## src/rtl/psa_pkg.sv

```systemverilog
package psa_pkg;
    // Position of operand bit i inside the widened vector that carries
    // one spacer bit above every segment except the last.
    function automatic int widened_pos(input int i, input int seg_w);
        return i + (i / seg_w);
    endfunction

    // Position of the spacer that sits above segment k.
    function automatic int spacer_pos(input int k, input int seg_w);
        return (k + 1) * seg_w + k;
    endfunction
endpackage

```

## src/rtl/psa_widen.sv

```systemverilog
module psa_widen
    import psa_pkg::*;
#(
    parameter int DATA_W = 16,
    parameter int SEG_W  = 4,
    localparam int NCUT  = DATA_W / SEG_W - 1,
    localparam int WIDE_W = DATA_W + NCUT
) (
    input  logic [DATA_W-1:0] in_a,
    input  logic [DATA_W-1:0] in_b,
    input  logic [NCUT-1:0]   cut_en,
    output logic [WIDE_W-1:0] wide_a,
    output logic [WIDE_W-1:0] wide_b
);
    for (genvar i = 0; i < DATA_W; i++) begin : g_data
        assign wide_a[widened_pos(i, SEG_W)] = in_a[i];
        assign wide_b[widened_pos(i, SEG_W)] = in_b[i];
    end

    // Spacer: 0 + 0 absorbs the carry (break on); 0 + 1 forwards it (break off).
    for (genvar k = 0; k < NCUT; k++) begin : g_spacer
        assign wide_a[spacer_pos(k, SEG_W)] = 1'b0;
        assign wide_b[spacer_pos(k, SEG_W)] = ~cut_en[k];
    end
endmodule

```

## src/rtl/psa_strip.sv

```systemverilog
module psa_strip
    import psa_pkg::*;
#(
    parameter int DATA_W = 16,
    parameter int SEG_W  = 4,
    localparam int NCUT  = DATA_W / SEG_W - 1,
    localparam int WIDE_W = DATA_W + NCUT
) (
    input  logic [WIDE_W-1:0] wide_sum,
    output logic [DATA_W-1:0] lane_sum
);
    for (genvar i = 0; i < DATA_W; i++) begin : g_pick
        assign lane_sum[i] = wide_sum[widened_pos(i, SEG_W)];
    end
endmodule

```

## src/rtl/psa_cut_mask.sv

```systemverilog
module psa_cut_mask #(
    parameter int DATA_W = 16,
    parameter int SEG_W  = 4,
    localparam int NCUT  = DATA_W / SEG_W - 1
) (
    input  logic [NCUT-1:0]   cut_en,
    output logic [DATA_W-1:0] mask
);
    for (genvar i = 0; i < DATA_W; i++) begin : g_bit
        if ((i % SEG_W) == 0 && i != 0) begin : g_cut
            assign mask[i] = ~cut_en[i / SEG_W - 1];
        end else begin : g_plain
            assign mask[i] = 1'b1;
        end
    end
endmodule

```

## src/rtl/psa_adder.sv

```systemverilog
module psa_adder #(
    parameter int DATA_W = 16,
    parameter int SEG_W  = 4,
    localparam int NCUT  = DATA_W / SEG_W - 1,
    localparam int WIDE_W = DATA_W + NCUT
) (
    input  logic [DATA_W-1:0] op_a,
    input  logic [DATA_W-1:0] op_b,
    input  logic [NCUT-1:0]   cut_en,
    output logic [DATA_W-1:0] sum,
    output logic [DATA_W-1:0] cut_mask
);
    logic [WIDE_W-1:0] wide_a;
    logic [WIDE_W-1:0] wide_b;
    logic [WIDE_W-1:0] wide_sum;

    psa_widen #(.DATA_W(DATA_W), .SEG_W(SEG_W)) u_widen (
        .in_a   (op_a),
        .in_b   (op_b),
        .cut_en (cut_en),
        .wide_a (wide_a),
        .wide_b (wide_b)
    );

    // One carry chain; the top carry is dropped by the width.
    assign wide_sum = wide_a + wide_b;

    psa_strip #(.DATA_W(DATA_W), .SEG_W(SEG_W)) u_strip (
        .wide_sum (wide_sum),
        .lane_sum (sum)
    );

    psa_cut_mask #(.DATA_W(DATA_W), .SEG_W(SEG_W)) u_mask (
        .cut_en (cut_en),
        .mask   (cut_mask)
    );

    // ---------------- assertions ----------------
    logic [DATA_W-1:0] full_ref;
    logic [SEG_W-1:0]  low_ref;
    assign full_ref = op_a + op_b;
    assign low_ref  = op_a[SEG_W-1:0] + op_b[SEG_W-1:0];

    always_comb begin
        if (cut_en == '0)
            assert_full_width_R1: assert (sum == full_ref)
                else $error("R1 full-width sum mismatch");
        assert_low_lane_R5: assert (sum[SEG_W-1:0] == low_ref)
            else $error("R5 lowest segment mismatch");
    end

    for (genvar k = 0; k < NCUT; k++) begin : g_chk
        logic [SEG_W-1:0] seg_ref;
        assign seg_ref = op_a[(k+2)*SEG_W-1:(k+1)*SEG_W]
                       + op_b[(k+2)*SEG_W-1:(k+1)*SEG_W];
        always_comb begin
            if (cut_en[k])
                assert_no_carry_cross_R4: assert (sum[(k+2)*SEG_W-1:(k+1)*SEG_W] == seg_ref)
                    else $error("R4 carry crossed enabled break %0d", k);
            assert_mask_bit_R6: assert (cut_mask[(k+1)*SEG_W] == !cut_en[k])
                else $error("R6 mask bit wrong at break %0d", k);
        end
    end
endmodule

```

## config.mk

```make
export PLATFORM = sky130hd
export DESIGN_NAME = psa_adder
export DESIGN_NICKNAME = d
export VERILOG_FILES = /design/src/rtl/psa_pkg.sv /design/src/rtl/psa_widen.sv /design/src/rtl/psa_strip.sv /design/src/rtl/psa_cut_mask.sv /design/src/rtl/psa_adder.sv
export SDC_FILE = /design/constraint.sdc
export NUM_CORES = 1
export LEC_CHECK = 0
export BUFFER_PORTS_ARGS = -buffer_cell sky130_fd_sc_hd__clkbuf_2
export CORE_ASPECT_RATIO = 0.8
export CORE_MARGIN = 2
export CORE_UTILIZATION = 38
export DETAILED_ROUTE_END_ITERATION = 6
export PLACE_DENSITY = 0.81
export SLEW_MARGIN = 5
export SYNTH_ARGS = -nofsm -noshare
export SYNTH_HDL_FRONTEND = slang
export SYNTH_SLANG_ARGS = --single-unit
```

## constraint.sdc

```tcl
create_clock -name vclk -period 2.4
set_input_delay 0.36 -clock vclk [all_inputs]
set_output_delay 0.36 -clock vclk [all_outputs]
set_load 0.005 [all_outputs]
```

==> flow_metrics.py, run 1 <==
metrics = {
    "run_status": {
        "status": "finished with violations",
        "violations": "setup timing",
    },
    "power": {
        "pwr-share-seq": 0,
        "p_switching_uw": 160,
        "p_total_uw": 339,
        "ir_worst_vdd_mv": 0.173,
        "cellPowerDensity_nw_per_um2": 261,
        "clkPwrFrac": 0,
        "p_comb_frac": 1.000,
        "switching_share": 0.472,
        "leakage_nw": 0.686,
        "internal_power_uw": 179,
    },
    "die": {
        "rows": 15,
        "io_pins": 67,
        "dieHeight_um": 46.0,
        "start_util": 0.396,
        "die_w_um": 56.6,
        "die_area_um2": 2600,
        "coreArea_um2": 2120,
    },
    "yosys": {
        "netlist-cell-type-count": 32,
        "synth_area_per_cell_um2": 7.43,
        "synth_top_area_share": 0.224,
        "syn_area_um2": 840,
        "synth_top_area_cell": "ha_1",
        "synth_cells": 113,
        "netlist_top_cells_area": "ha_1 22%, xnor2_1 13%, buf_4 12%",
        "yosys_warnings": 0,
        "ys_seq_area_frac": 0,
    },
    "min_path": {
        "whs_path_depth": 3,
        "hold_start": "cut_en[2]",
        "min_to": "cut_mask[12]",
        "hp-class": "input pin to output port",
    },
    "setup_path": {
        "end_kind": "output port",
        "crit_required_ps": 2040,
        "path_max_fanout": 2,
        "crit_type": "input pin to output port",
        "cp-start-kind": "input pin",
        "arrival_ps": 2160,
    },
    "placed_design": {
        "gp_congestion": 0.867,
        "place_hpwl_um": 1820,
        "io_buffers": 54,
    },
    "timing": {
        "finalCriticalPeriod_ps": 2520,
        "fmax_mhz": 396,
        "drv_slew": 0,
        "fin_setup_tns_ps": -404,
        "fin_ws_ps": -124,
        "finalCritPeriodShare": 1.05,
        "timing_hold_violations_final": 0,
        "holdWs_ps": 947,
        "rsz0062_at_grt": "yes",
        "setup_viol": 5,
    },
    "global_routing": {
        "antenna_found_initial": 0,
        "grt_pass1_wl_um": 3230,
        "grt_pass1_vias": 825,
        "grt_start_max_net_pins": 8,
        "grt-ovfl-total": 0,
        "grt_usage": 0.150,
    },
    "final_layout": {
        "register_area_um2": 0,
        "final_util": 0.613,
        "num_antenna_cells": 0,
        "drive_gt1_frac": 0.483,
        "area_growth_pct": 54.8,
        "num-fill-cells": 189,
        "clock_buffers": 0,
        "nFlopsAndLatches": 0,
        "fin_nets": 233,
    },
    "drt": {
        "drtAntennaViolNets": 0,
        "vias": 993,
        "routedWlPerCell_um": 11.0,
        "route.detailed.drc": 0,
        "drt_iter0_markers": 27,
        "viasPerCell": 4.84,
        "dr.pass1.iters": 4,
        "drt-total-wl_um": 2250,
    },
    "clock_network": {
        "hold_buffers": 0,
    },
    "job": {
        "cap_violations": 0,
    },
}
-- cell usage after synthesis (2+ instances only) --
master,number
xor2_1,2
o211ai_1,3
buf_4,13
nand2_1,7
o21ai_1,2
a21oi_1,11
a21o_1,3
xnor2_1,12
inv_1,10
ha_1,15
nand3_1,2
o21ai_0,4
nor2_1,8
nand2b_1,3
-- worst max-delay path: stages --
cell	delay (ps)
buf_6	80
ha_4	130
inv_2	30
fa_2	330
nand2b_4	150
a2111oi_4	330
buf_4	180
buf_4	100
nor2_2	40
o21ai_1	140
xor2_1	160
buf_2	130
-- logic make-up after synthesis --
kind of cell / after synthesis / synth area share
compound gates: 32 / 0.273
simple gates: 25 / 0.152
buf+inv: 24 / 0.165
fa+ha+maj: 16 / 0.247
xor+xnor: 14 / 0.146
mux: 1 / 0.0119
other cells: 1 / 0.00447
-- per-layer routing --
| layer | vias up | GRT usage | share of wire |
|---|---|---|---|
| li1 | 506 | - | - |
| met1 | 433 | 0.185 | 0.40 |
| met2 | 54 | 0.312 | 0.51 |
| met3 | 0 | 0.00284 | 0.082 |
| met4 | 0 | 0 | 0 |
| met5 | - | 0 | 0 |
-- timing repair --
item                       in CTS  in global routing
buffers inserted                4                  3
cloned                          0                  0
setup endpoints to repair       9                 10
resized for setup               9                 20
pin swaps                      11                 15
-- per-stage QoR --
stage / setup slack (ps) / area (um2) / instances
floorplan: 10.7 / 885 / 125
global placement: -239 / 1150 / 199
detailed placement: -312 / 1150 / 199
CTS: -218 / 1200 / 203
global route: -273 / 1300 / 205
finish: -124 / 1300 / 205
-- placed cells by master, fill, tap and decap left out, types with 4 or more instances in the layout --
| cell type | count |
|---|---|
| clkbuf_2 | 45 |
| buf_4 | 14 |
| conb_1 | 13 |
| xnor2_1 | 12 |
| ha_1 | 11 |
| a21oi_1 | 10 |
| inv_1 | 9 |
| nand2_1 | 7 |
| buf_2 | 7 |
| nor2_1 | 6 |
| ha_4 | 4 |
-- power by group through the flow --
| stage | combinational (mW) | clock [mW] | sequential, mW |
|---|---|---|---|
| 6_report | 0.339 | 0 | 0 |
| 5_1_grt | 0.374 | 0 | 0 |
| 4_1_cts | 0.312 | 0 | 0 |
| 3_5_place_dp | 0.297 | 0 | 0 |
| 3_3_place_gp | 0.290 | 0 | 0 |
| 2_1_floorplan | 0.190 | 0 | 0 |
-- area by class of cell --
class / count / area [um2] / share of cell area
multi-input cells: 101 / 832 / 0.640
repair buffers: 69 / 399 / 0.307
inverters: 10 / 37.5 / 0.0289
well taps: 25 / 31.3 / 0.0241
-- worst max-delay path by stage --
stage / start / to / slack (ps)
final: op_a[0] / sum[7] / -120
after global routing: op_a[0] / sum[15] / -270
after CTS: op_a[0] / sum[15] / -220
after detailed placement: op_a[0] / sum[13] / -310
after global placement: op_a[0] / sum[13] / -240
after floorplan: op_a[0] / sum[13] / 10
Note: power is estimated with default switching activity, not from simulation.
==> inputs of run 2 (changes only) <==
Settings changed: CORE_UTILIZATION 38 to 42, PLACE_DENSITY 0.81 to 0.85.
Clock period 2.4 ns to 2.7 ns, I/O delays scaled along.
==> flow_metrics.py, run 2 (synthesized netlist as in run 1, its figures left out) <==
metrics = {
    "final_layout": {
        "drive_gt1_frac": 0.406,
        "area_growth_pct": 38.6,
        "clock_buffers": 0,
        "nFlopsAndLatches": 0,
        "final_cells": 194,
        "layout_commonest_cell": "clkbuf_2",
        "fin_nets": 223,
        "register_area_um2": 0,
        "num_antenna_cells": 0,
        "layout_common_cells": "51 x clkbuf_2, 14 x ha_1, 13 x conb_1, 12 x xnor2_1, 11 x a21oi_1",
    },
    "drt": {
        "routedWlPerCell_um": 10.4,
        "dr.pass1.iters": 4,
        "vias": 947,
        "drt-total-wl_um": 2020,
        "drt_iter0_markers": 18,
        "viasPerCell": 4.88,
        "drtAntennaViolNets": 0,
        "route.detailed.drc": 0,
    },
    "run_status": {
        "status": "completed",
    },
    "setup_path": {
        "worst_path_max_delay_cell": "a2111oi_4",
        "crit_chain": "buf_8 -> ha_4 -> inv_2 -> fa_2 -> nand2b_4 -> a2111oi_4 -> nor3_2 -> o21a_1 -> o21ai_2 -> xnor2_1 -> buf_2",
        "crit_type": "input pin to output port",
        "cp-start-kind": "input pin",
        "path_max_fanout": 3,
        "path_buf_inv": 3,
        "arrival_ps": 2180,
        "max_stage_delay_ps": 350,
        "end_kind": "output port",
        "cp_top_family": "compound AO/OA/AOI/OAI gates",
        "crit_required_ps": 2300,
    },
    "timing": {
        "fmax_mhz": 387,
        "drv_slew": 0,
        "finalCritPeriodShare": 0.958,
        "fin_setup_tns_ps": 0,
        "timing_hold_violations_final": 0,
        "finalCriticalPeriod_ps": 2590,
        "setup_viol": 0,
    },
    "clock_network": {
        "hold_buffers": 0,
    },
    "die": {
        "io_pins": 67,
        "die_area_um2": 2370,
        "die_w_um": 54.0,
        "coreArea_um2": 1890,
        "rows": 14,
        "dieHeight_um": 44.0,
        "start_util": 0.444,
    },
    "power": {
        "ir_worst_vdd_mv": 0.123,
        "clkPwrFrac": 0,
        "cellPowerDensity_nw_per_um2": 228,
        "p_comb_frac": 1.000,
        "leakage_nw": 0.637,
        "p_total_uw": 266,
        "p_switching_uw": 131,
        "internal_power_uw": 135,
        "switching_share": 0.492,
        "pwr-share-seq": 0,
    },
    "global_routing": {
        "grt_usage": 0.177,
        "antenna_found_initial": 0,
        "grt_pass1_vias": 882,
        "grt_start_max_net_pins": 8,
        "grt_pass1_wl_um": 3330,
        "grt-ovfl-total": 0,
    },
    "placed_design": {
        "io_buffers": 54,
        "gp_congestion": 0.759,
        "place_hpwl_um": 1840,
        "dp_cells": 193,
    },
    "job": {
        "cap_violations": 0,
    },
    "min_path": {
        "hp-class": "input pin to output port",
    },
}
## run 2: what timing repair did
action / 4_1_cts / 5_1_grt
endpoints found under the setup margin: 5 / 4
resized for setup: 3 / 9
gates cloned: 0 / 0
setup buffers: 0 / 1
pin swaps: 3 / 1
## run 2: final timing paths
check	start	cells past startpoint	end
setup / recovery	op_a[0]	11	sum[13]
hold / removal	cut_en[2]	3	cut_mask[12]
## run 2: layer usage
layer	GRT usage	vias to the layer above	wire [um]
li1	-	485	-
met1	0.212	418	811
met2	0.359	44	1050
met3	0	0	156
met4	0.0100	0	0
met5	0	-	0
## run 2: layout make-up
type               instances  area [um2]
fillers                  186         728
inverters                 10        37.5
repair buffers            59         324
multi-input cells        101         772
well taps                 24        30.0
## run 2: metrics by stage
step	setup slack, ps	utilization	area (um2)	hold slack (ps)
finish	113	0.615	1160	1040
global route	-5.19	0.615	1160	1060
floorplan	167	-	885	842
global placement	-52.3	0.589	1110	1030
detailed placement	-135	0.589	1110	1040
CTS	6.83	0.594	1120	1040
## run 2: power groups by stage
stage / combinational [mW] / clock [mW] / sequential, mW
2_1_floorplan: 0.169 / 0 / 0
3_3_place_gp: 0.248 / 0 / 0
3_5_place_dp: 0.257 / 0 / 0
4_1_cts: 0.261 / 0 / 0
5_1_grt: 0.300 / 0 / 0
6_report: 0.266 / 0 / 0
==> inputs of run 3 (changes only) <==
Settings changed: CORE_MARGIN 2 to default, PLACE_DENSITY 0.85 to default, PLACE_DENSITY_LB_ADDON from default to 0.25.
==> flow_metrics.py, run 3 (synthesized netlist as in run 1, its figures left out) <==
metrics = {
    "die": {
        "die_w_um": 52.0,
        "rows": 14,
        "die_area_um2": 2180,
        "dieHeight_um": 42.0,
        "io_pins": 67,
        "coreArea_um2": 1870,
        "start_util": 0.448,
    },
    "final_layout": {
        "finalInstanceArea_um2": 1180,
        "num-fill-cells": 174,
        "fin_nets": 224,
        "register_area_um2": 0,
        "layout_common_cells": "50 x clkbuf_2, 13 x ha_1, 13 x conb_1, 11 x a21oi_1, 11 x xnor2_1",
        "num_antenna_cells": 0,
        "clock_buffers": 0,
        "layout_commonest_cell": "clkbuf_2",
        "nFlopsAndLatches": 0,
        "drive_gt1_frac": 0.421,
        "area_growth_pct": 40.2,
    },
    "global_routing": {
        "grt_pass1_wl_um": 3190,
        "grt_usage": 0.181,
        "grt_start_max_net_pins": 8,
        "grt-ovfl-total": 0,
        "grt_pass1_vias": 809,
        "antenna_found_initial": 0,
    },
    "timing": {
        "finalCriticalPeriod_ps": 2680,
        "fmax_mhz": 374,
        "drv_slew": 0,
        "setup_viol": 0,
        "timing_hold_violations_final": 0,
        "finalCritPeriodShare": 0.991,
        "rsz0062_at_grt": "yes",
        "fin_setup_tns_ps": 0,
    },
    "power": {
        "leakage_nw": 0.645,
        "ir_worst_vdd_mv": 0.118,
        "p_total_uw": 268,
        "cellPowerDensity_nw_per_um2": 228,
    },
    "placed_design": {
        "gp_congestion": 0.780,
        "dpl_cell_area_um2": 1110,
        "io_buffers": 54,
        "place_hpwl_um": 1740,
    },
    "min_path": {
        "hp-class": "input pin to output port",
    },
    "drt": {
        "vias": 941,
        "dr.pass1.iters": 4,
        "drtAntennaViolNets": 0,
        "route.detailed.drc": 0,
        "routedWlPerCell_um": 9.95,
        "drt_iter0_markers": 11,
        "drt-total-wl_um": 1940,
        "viasPerCell": 4.83,
    },
    "setup_path": {
        "path_buf_inv": 3,
        "cp_top_family": "compound AO/OA/AOI/OAI gates",
        "critPathLaunch": "op_b[0]",
        "max_stage_delay_ps": 400,
        "cp-start-kind": "input pin",
        "crit_required_ps": 2300,
        "cp-endpoint": "sum[13]",
        "crit_type": "input pin to output port",
        "path_max_fanout": 3,
        "cp_num_cells": 11,
        "worst_path_max_delay_cell": "a2111oi_4",
        "crit_chain": "buf_8 -> ha_4 -> inv_2 -> fa_2 -> nand2b_4 -> a2111oi_4 -> nor3_2 -> o21a_1 -> o21ai_2 -> xnor2_1 -> buf_2",
        "end_kind": "output port",
        "arrival_ps": 2270,
    },
    "clock_network": {
        "hold_buffers": 0,
    },
    "job": {
        "cap_violations": 0,
    },
    "run_status": {
        "status": "completed",
    },
}
-- run 3: cell types whose count changed in the layout (fill, tap and decap cells not counted), sizes merged --
cell and change:
buf +2, clkbuf -1
-- run 3: layer usage --
layer / track usage / share of wire
met5: 0 / 0
met4: 0 / 0
met3: 0.00725 / 0.064
met2: 0.341 / 0.49
met1: 0.237 / 0.44
-- run 3: layout make-up --
type	count	area (um2)	share of cell area
inverters	10	37.5	0.0319
multi-input cells	101	778	0.661
well taps	24	30.0	0.0255
repair buffers	60	332	0.282
-- run 3: where the power goes --
part | internal [mW] | leakage, nW | switching (mW) | total, mW
clock network | 0 | 0 | 0 | 0
logic | 0.138 | 0.645 | 0.130 | 0.268
registers | 0 | 0 | 0 | 0
-- run 3: worst min-delay path by stage --
stage	depth (start not counted)	start	endpoint	slack [ps]
floorplan	1	cut_en[2]	cut_mask[12]	840
global placement	3	cut_en[2]	cut_mask[12]	1030
detailed placement	3	cut_en[2]	cut_mask[12]	1030
CTS	3	cut_en[2]	cut_mask[12]	1030
global route	3	cut_en[2]	cut_mask[12]	1050
finish	3	cut_en[2]	cut_mask[12]	1030
-- run 3: what timing repair did --
| item | CTS | global route |
|---|---|---|
| setup endpoints to repair | 3 | 8 |
| resized for setup | 1 | 17 |
| pin swaps | 2 | 12 |
| endpoints found under the hold margin | 0 | 0 |
| setup buffers | 0 | 2 |
-- run 3: per-stage QoR --
step,utilization,instances,worst slack [ps],hold slack (ps)
global route,0.628,195,-89.8,1050
floorplan,-,125,167,842
finish,0.628,195,24.4,1030
detailed placement,0.594,193,-68.1,1030
global placement,0.594,193,-53.0,1030
CTS,0.597,193,26.7,1030
